$ cat src/rtl/vlcfg_pkg.sv
package vlcfg_pkg;

   typedef enum logic [1:0] {
      MODE_MIXED = 2'd0,
      MODE_ALL16 = 2'd1,
      MODE_ALL8  = 2'd2,
      MODE_RSVD  = 2'd3
   } mode_t;

   typedef enum logic [2:0] {
      MOP_NONE  = 3'd0,
      MOP_LD    = 3'd1,
      MOP_ST    = 3'd2,
      MOP_LDIDX = 3'd3,
      MOP_STIDX = 3'd4,
      MOP_LDSTR = 3'd5,
      MOP_STSTR = 3'd6,
      MOP_SPARE = 3'd7
   } memop_t;

   localparam logic [1:0] ET_B8  = 2'd0;
   localparam logic [1:0] ET_B16 = 2'd1;
   localparam logic [1:0] ET_B32 = 2'd2;

   localparam int MIXED_SPLIT = 16;

   function automatic logic mode_legal(input logic [1:0] code);
      return code != MODE_RSVD;
   endfunction

endpackage

$ cat src/rtl/vlcfg_mvl_calc.sv
module vlcfg_mvl_calc
   import vlcfg_pkg::*;
#(
   parameter int XLEN = 64,
   parameter int VLW  = 4
) (
   input  logic [1:0]     mode,
   output logic [VLW-1:0] mvl
);

   localparam int NARROW = XLEN / 8;
   localparam int WIDE   = XLEN / 16;

   logic [VLW-1:0] narrow_v;
   logic [VLW-1:0] wide_v;

   generate
      if (XLEN == 64) begin : g_x64
         assign narrow_v = VLW'(8);
         assign wide_v   = VLW'(4);
      end else begin : g_x32
         assign narrow_v = VLW'(NARROW);
         assign wide_v   = VLW'(WIDE);
      end
   endgenerate

   always_comb begin
      case (mode_t'(mode))
         MODE_ALL8: mvl = narrow_v;
         default:   mvl = wide_v;
      endcase
   end

endmodule

$ cat src/rtl/vlcfg_type_lookup.sv
module vlcfg_type_lookup
   import vlcfg_pkg::*;
#(
   parameter int RIDW = 5
) (
   input  logic [1:0]      mode,
   input  logic [RIDW-1:0] top,
   input  logic [RIDW-1:0] qreg,
   output logic [1:0]      etype
);

   logic low_bank;
   assign low_bank = int'(qreg) < MIXED_SPLIT;

   always_comb begin
      if (qreg > top) begin
         etype = ET_B32;
      end else begin
         case (mode_t'(mode))
            MODE_ALL8:  etype = ET_B8;
            MODE_ALL16: etype = ET_B16;
            default:    etype = low_bank ? ET_B8 : ET_B16;
         endcase
      end
   end

endmodule

$ cat src/rtl/vlcfg_mem_filter.sv
module vlcfg_mem_filter
   import vlcfg_pkg::*;
#(
   parameter int VLW = 4
) (
   input  logic           valid,
   input  logic [2:0]     op,
   input  logic [VLW-1:0] vl,
   output logic           trap,
   output logic [VLW-1:0] elems
);

   always_comb begin
      trap  = 1'b0;
      elems = '0;
      if (valid) begin
         case (memop_t'(op))
            MOP_LD, MOP_ST: elems = vl;
            MOP_LDIDX, MOP_STIDX, MOP_LDSTR, MOP_STSTR: trap = 1'b1;
            default: ;
         endcase
      end
   end

endmodule

$ cat src/rtl/vlcfg_unit.sv
module vlcfg_unit
   import vlcfg_pkg::*;
#(
   parameter int XLEN    = 64,
   parameter int REQW    = 8,
   parameter int NREG    = 32,
   parameter int DEF_TOP = 29,
   localparam int RIDW   = $clog2(NREG),
   localparam int MAXMVL = XLEN / 8,
   localparam int VLW    = $clog2(MAXMVL + 1)
) (
   input  logic            clk,
   input  logic            rst_n,
   input  logic            cfg_we,
   input  logic [1:0]      cfg_mode,
   input  logic [RIDW-1:0] cfg_top,
   input  logic            setvl_valid,
   input  logic [REQW-1:0] setvl_req,
   output logic [VLW-1:0]  setvl_vl,
   output logic [VLW-1:0]  vl,
   output logic [VLW-1:0]  mvl,
   input  logic [RIDW-1:0] q_reg,
   output logic [1:0]      q_etype,
   input  logic            mem_valid,
   input  logic [2:0]      mem_op,
   output logic            mem_trap,
   output logic [VLW-1:0]  mem_elems
);

   generate
      if (XLEN != 32 && XLEN != 64) begin : g_bad_xlen
         $error("vlcfg_unit: XLEN must be 32 or 64");
      end
      if (REQW <= VLW) begin : g_bad_reqw
         $error("vlcfg_unit: REQW must exceed the VL width");
      end
      if (DEF_TOP >= NREG) begin : g_bad_top
         $error("vlcfg_unit: DEF_TOP out of register range");
      end
   endgenerate

   logic [1:0]      mode_q;
   logic [RIDW-1:0] top_q;
   logic [VLW-1:0]  vl_q;
   logic [VLW-1:0]  mvl_now;
   logic [VLW-1:0]  mvl_new;
   logic [VLW-1:0]  grant;
   logic [VLW-1:0]  vl_base;
   logic [VLW-1:0]  vl_next;
   logic            cfg_take;

   vlcfg_mvl_calc #(.XLEN(XLEN), .VLW(VLW)) u_mvl_now (
      .mode (mode_q),
      .mvl  (mvl_now)
   );

   vlcfg_mvl_calc #(.XLEN(XLEN), .VLW(VLW)) u_mvl_new (
      .mode (cfg_mode),
      .mvl  (mvl_new)
   );

   assign cfg_take = cfg_we && mode_legal(cfg_mode);

   always_comb begin
      if (setvl_req > {{(REQW-VLW){1'b0}}, mvl_now}) grant = mvl_now;
      else                                            grant = setvl_req[VLW-1:0];
   end

   assign vl_base = setvl_valid ? grant : vl_q;

   always_comb begin
      vl_next = vl_base;
      if (cfg_take && vl_base > mvl_new) vl_next = mvl_new;
   end

   always_ff @(posedge clk) begin
      if (!rst_n) begin
         mode_q <= MODE_MIXED;
         top_q  <= RIDW'(DEF_TOP);
         vl_q   <= '0;
      end else begin
         vl_q <= vl_next;
         if (cfg_take) begin
            mode_q <= cfg_mode;
            top_q  <= cfg_top;
         end
      end
   end

   vlcfg_type_lookup #(.RIDW(RIDW)) u_type (
      .mode  (mode_q),
      .top   (top_q),
      .qreg  (q_reg),
      .etype (q_etype)
   );

   vlcfg_mem_filter #(.VLW(VLW)) u_mem (
      .valid (mem_valid),
      .op    (mem_op),
      .vl    (vl_q),
      .trap  (mem_trap),
      .elems (mem_elems)
   );

   assign setvl_vl = grant;
   assign vl       = vl_q;
   assign mvl      = mvl_now;

endmodule

$ cat config.mk
export PLATFORM = sky130hd
export DESIGN_NAME = vlcfg_unit
export DESIGN_NICKNAME = d
export VERILOG_FILES = /design/src/rtl/vlcfg_pkg.sv /design/src/rtl/vlcfg_mvl_calc.sv /design/src/rtl/vlcfg_type_lookup.sv /design/src/rtl/vlcfg_mem_filter.sv /design/src/rtl/vlcfg_unit.sv
export SDC_FILE = /design/constraint.sdc
export NUM_CORES = 1
export LEC_CHECK = 0
export BUFFER_PORTS_ARGS = -buffer_cell sky130_fd_sc_hd__buf_2
export CAP_MARGIN = 20
export CORE_MARGIN = 5
export CORE_UTILIZATION = 51
export DETAILED_ROUTE_END_ITERATION = 10
export HOLD_SLACK_MARGIN = 0.15
export PLACE_DENSITY = 0.85
export SETUP_SLACK_MARGIN = 0.4
export SLEW_MARGIN = 10
export SYNTH_ARGS = -nofsm -noshare
export SYNTH_HDL_FRONTEND = slang
export SYNTH_HIERARCHICAL = 1
export SYNTH_SLANG_ARGS = --single-unit
$ cat constraint.sdc
create_clock -name clk -period 7.2 [get_ports clk]
set_input_delay 1.08 -clock clk [delete_from_list [all_inputs] [get_ports clk]]
set_output_delay 1.08 -clock clk [all_outputs]
set_load 0.1 [all_outputs]
[After elaboration in Yosys (flattened, before gate mapping)]
Index checks and enable logic that the tools add are counted.
Operators by class
  magnitude comparators: 4
  equal/unequal tests: 10
  multiplexer cells: 12
  reductions and logical operators: 4
Operators with widths (number)
  $mux W4: 7
  $eq A3 B3 Y1 const B: 3
  $gt A8 B4 Y1: 1
  $eq A3 B2 Y1 const B: 2
  $gt A5 B5 Y1: 1
  $lt A5 B5 Y1 const B: 1
  $eq A2 B2 Y1 const B: 2
  $gt A4 B4 Y1: 1
  $pmux W2 S2: 1
  $reduce_or A4 Y1: 1
  $eq A3 B1 Y1 const B: 1
  $mux W1: 3
  $eq A2 B1 Y1 const B: 1
  $logic_and A1 B1 Y1: 2
  $mux W2: 1
  $ne A2 B2 Y1 const B: 1
  $reduce_or A2 Y1: 1
Word-level totals
  register bits: 11
  input bits: 28
  output and inout bits: 19
  logic and storage cells: 33

[Depth between registers and ports, before layout]
  word-level depth: 8
  mapped depth: 15
  depth with buffers taken out: 14

[Cells and area by module]
Netlist, hierarchy kept.
Modules (own cells, without submodules)
  vlcfg_unit: instances 1, cells an instance 95, area an instance 818.3 um^2, sequential area each 220.2 um^2
  vlcfg_type_lookup: instances 1, cells an instance 22, area an instance 158.9 um^2, sequential area each 0.0 um^2
  vlcfg_mem_filter: instances 1, cells an instance 9, area an instance 62.6 um^2, sequential area each 0.0 um^2
  vlcfg_mvl_calc: instances 2, cells an instance 5, area an instance 31.3 um^2, sequential area each 0.0 um^2

[Worst setup path after synthesis]
No wires, ideal clock.
  kind: register to register
  from: reg mode_q[1]
  to: reg vl_q[0], in the netlist vl[0]
  library setup time: 122 ps
  arrival time: 4579 ps
  data required time: 7078 ps
  slack: 2500 ps
  stages on the path, launching flop included: 15
  path buffers: 1
  period minus slack after synthesis: 4700 ps
  path through: dfxtp_1 > nor2b_1 > inv_1 > ha_1 > nand4_1 > a21bo_2 > a31o_2 > mux2i_1 > ha_1 > nand4_1 > nand2_1 > a21oi_1 > buf_2 > nor2_1 > a221o_1
Between the ends
  cells in the longest elaborated chain, start to end: 8
Ends and longest elaborated chain
  from (decl): RTL line vlcfg_unit.sv:42  | logic [1:0] mode_q;
  from (signal assigned): RTL line vlcfg_unit.sv:84  | mode_q <= cfg_mode;
  $eq A2 B2 Y1 (*): RTL line vlcfg_mvl_calc.sv:28  | case (mode_t'(mode))
  $mux W4 (*): RTL line vlcfg_mvl_calc.sv:28
  via mvl[3]: RTL line vlcfg_unit.sv:21  | output logic [VLW-1:0] mvl,
  $gt A8 B4 Y1 (*): RTL line vlcfg_unit.sv:65  | if (setvl_req > {{(REQW-VLW){1'b0}}, mvl_now}) grant = mvl_now;
  $mux W4 (*): RTL line vlcfg_unit.sv:65
  via setvl_vl[0]: RTL line vlcfg_unit.sv:19  | output logic [VLW-1:0] setvl_vl,
  $mux W4 (*): RTL line vlcfg_unit.sv:69  | assign vl_base = setvl_valid ? grant : vl_q;
  $gt A4 B4 Y1: RTL line vlcfg_unit.sv:73  | if (cfg_take && vl_base > mvl_new) vl_next = mvl_new;
  $logic_and A1 B1 Y1: RTL line vlcfg_unit.sv:73
  $mux W4 (*): RTL line vlcfg_unit.sv:73
  to (signal assigned): RTL line vlcfg_unit.sv:82  | vl_q <= vl_next;
  to (decl): RTL line vlcfg_unit.sv:44  | logic [VLW-1:0] vl_q;
The timed path passes the listed nets; every way through them passes the cells marked *.
A chain may end at the register's enable or synchronous reset.

[Final worst setup path]
  from: in setvl_req[1]
  to: reg vl_q[0], in the netlist vl[0]
Between the ends
  cells in the longest elaborated chain, start to end: 6
Ends and longest elaborated chain
  from (decl): RTL line vlcfg_unit.sv:18  | input logic [REQW-1:0] setvl_req,
  $gt A8 B4 Y1: RTL line vlcfg_unit.sv:65
  $mux W4 (*): RTL line vlcfg_unit.sv:65
  $mux W4 (*): RTL line vlcfg_unit.sv:69
  $gt A4 B4 Y1: RTL line vlcfg_unit.sv:73
  $logic_and A1 B1 Y1: RTL line vlcfg_unit.sv:73
  $mux W4 (*): RTL line vlcfg_unit.sv:73
Every way passes the cells marked *; elsewhere a longest branch is shown, timed or not.

==> flow_summary.yaml <==
status:
  status: "finished, final reports clean"
worst_setup_path:
  ff2ff_setup_slack_ns: 3.41
  crit_type: "in -> reg"
  critPathCaptureType: "flip-flop"
  cp_slowest_cell: "a21oi_1"
  required_ns: 7.36
  crit_arrival_ns: 4.21
  startpoint_type: "input port"
  crit_start: "setvl_req[1]"
  crit_chain: "buf_2, ha_1, nor2b_1, o211ai_4, a21bo_2, a31oi_1, a21oi_1, ha_1, nor2b_1, o211ai_1, a21oi_1, nor2_1, a221o_1"
  reg2reg_from: "mode_q[1]"
  max_stage_delay_ns: 0.62
  worst-path-max-fanout: 12
power:
  power.leakage_nw: 0.699
  sw_frac_of_total_pct: 49.7
  power_density_nw_per_um2: 175
  pwr-share-seq_pct: 29.3
  p_clk_share_pct: 18.1
  combPwrFrac_pct: 52.6
  p_switching_mw: 0.118
  ir_drop_uv: 130
  p_int_mw: 0.119
clocking:
  cts_setup_buffers: 0
  clkSinkCount: 11
  clk_latency_ns: 0.27
  clock_path_buffers: 2
  clk_pin_slew_ns: 0.07
  tritoncts: "yes"
  cts-buffers-inserted: 3
  htree_num_levels: 1
  holdBufCountCts: 0
  root_buffer: "clkbuf_4"
  post_cts_resized: 0
timing:
  tightest_slew_ns: 0.771
  fin_crit_ns: 4.05
  tns_ns: 0
  hold_violations: 0
  fmax_mhz: 247
  drv_slew: 0
  min_period_over_period_pct: 56.3
  setup_violations: 0
  slew_headroom_pct: 48.6
  rsz0062_at_grt: "no"
  clock_skew_ns: 0.00365
floorplan:
  rows: 16
  fp.dieH_um: 56.5
  die_x_um: 56.5
  die_area_um2: 3190
  start_util_pct: 55.1
  io_pins: 47
  core-area_um2: 2000
synthesis:
  ys_ff_latch: 11
  synthCells: 136
  ys_warn_count: 6
  ys.flop_type: "dfxtp_1"
  synth_async_sr_flop_share_pct: 0
  synth_area_um2: 1100
  yosysUniqueCellTypes: 37
  syn_avg_cell_area_um2: 8.11
  ys_seq_area_share_pct: 20.0
  synth_edf_count: 0
placed_design:
  io_buffer_count: 44
  dpl_cell_area_um2: 1320
  place_congestion: 0.882
  place_hpwl_um: 2510
cells_and_area:
  layout_commonest_cell: "buf_2"
  final_cell_mix: "buf_2, inv_1, ha_1, a21oi_1, dfxtp_1"
  drive_above_1_share_pct: 33.0
  fin_area_um2: 1350
  diodes: 0
  fill_cells: 179
  area_delta_synth_final_pct: 22.4
  final_nets: 222
route:
  routed_via_density: 5.52
  vias: 1138
  drt.antenna.violating_nets: 0
  wl_per_cell_um: 14.2
  drt-initial-drc-count: 31
  routed_wl_um: 2930
  dr.pass1.iters: 4
  drc: 0
min_path:
  hp-class: "reg -> reg"
  hold_start: "top_q[4]"
grt:
  antenna_found_initial: 0
  grt_pass1_vias: 1176
  gr-total-overflow: 0
  grt_usage_pct: 19.8
  grt_pass1_wl_um: 5090
  grt_max_degree: 17
job:
  maxCapViolCount: 0
worst max-delay path, delay by kind of cell:
kind	cells	cell delay, ns
adders and majority gates	2	0.60
AOI/OAI and AO/OA	7	1.92
buffers and inverters	1	0.11
and+or+nand+nor	3	0.50
cell families after synthesis:
group	Yosys count	synth area share, %
other cells	2	0.681
fa+ha+maj	14	15.9
compound gates	32	21.7
mux	8	7.38
xor+xnor	1	0.795
buf+inv	25	9.99
flops	11	20.0
simple gates	43	23.6
stage by stage:
stage	power (mW)	hold slack [ns]	instances	utilization (%)	setup WS (ns)
after floorplan	0.170	0.442	138	-	2.50
after global placement	0.190	0.459	202	66.0	3.14
after detailed placement	0.194	0.459	202	66.0	2.89
after CTS	0.238	0.480	206	67.4	3.19
after global routing	0.252	0.519	206	67.4	2.98
final	0.237	0.482	206	67.4	3.15
per-layer routing:
layer	vias up	wire, um	GRT usage, %
li1	565	-	-
met1	529	1120	21.2
met2	40	1640	36.3
met3	4	141	6.19
met4	0	36	6.10
met5	-	0	0
area by class of cell:
| class | instances | area (um^2) | share of cell area (%) |
|---|---|---|---|
| Inverter | 18 | 67.6 | 5.01 |
| Multi-Input combinational cell | 102 | 779 | 57.8 |
| Clock buffer | 3 | 22.5 | 1.67 |
| Sequential cell | 11 | 220 | 16.3 |
| Timing Repair Buffer | 44 | 220 | 16.3 |
| Tap cell | 27 | 33.8 | 2.50 |
| Clock inverter | 1 | 5.00 | 0.371 |
cells in the mapped netlist, types with 4 or more instances:
cell	number	area share, %
mux2i_1	7	6.4
buf_4	4	2.7
nand2_1	9	3.1
dfxtp_1	11	20
inv_1	18	6.1
ha_1	14	16
nor2b_1	5	2.8
a21oi_1	12	5.4
nor3b_1	4	2.7
nor2_1	8	2.7
power by group through the flow:
stage	combinational (mW)	sequential [mW]	clock, mW
after global placement	0.119	0.0705	0
after global routing	0.133	0.0702	0.0496
after floorplan	0.0832	0.0866	0
final	0.124	0.0693	0.0429
after CTS	0.124	0.0693	0.0449
after detailed placement	0.124	0.0707	0
worst paths after layout:
kind,to,depth (start not counted)
hold / removal,top_q[4],2
setup / recovery,vl[0],13
hold reg to reg,top_q[4],2
setup reg to reg,vl[0],13
state kept, by name (all words and copies together) (netlist names):
register and cells:
top_q 5, vl 4, mode_q 2
Power figures use the tool's default switching activity.
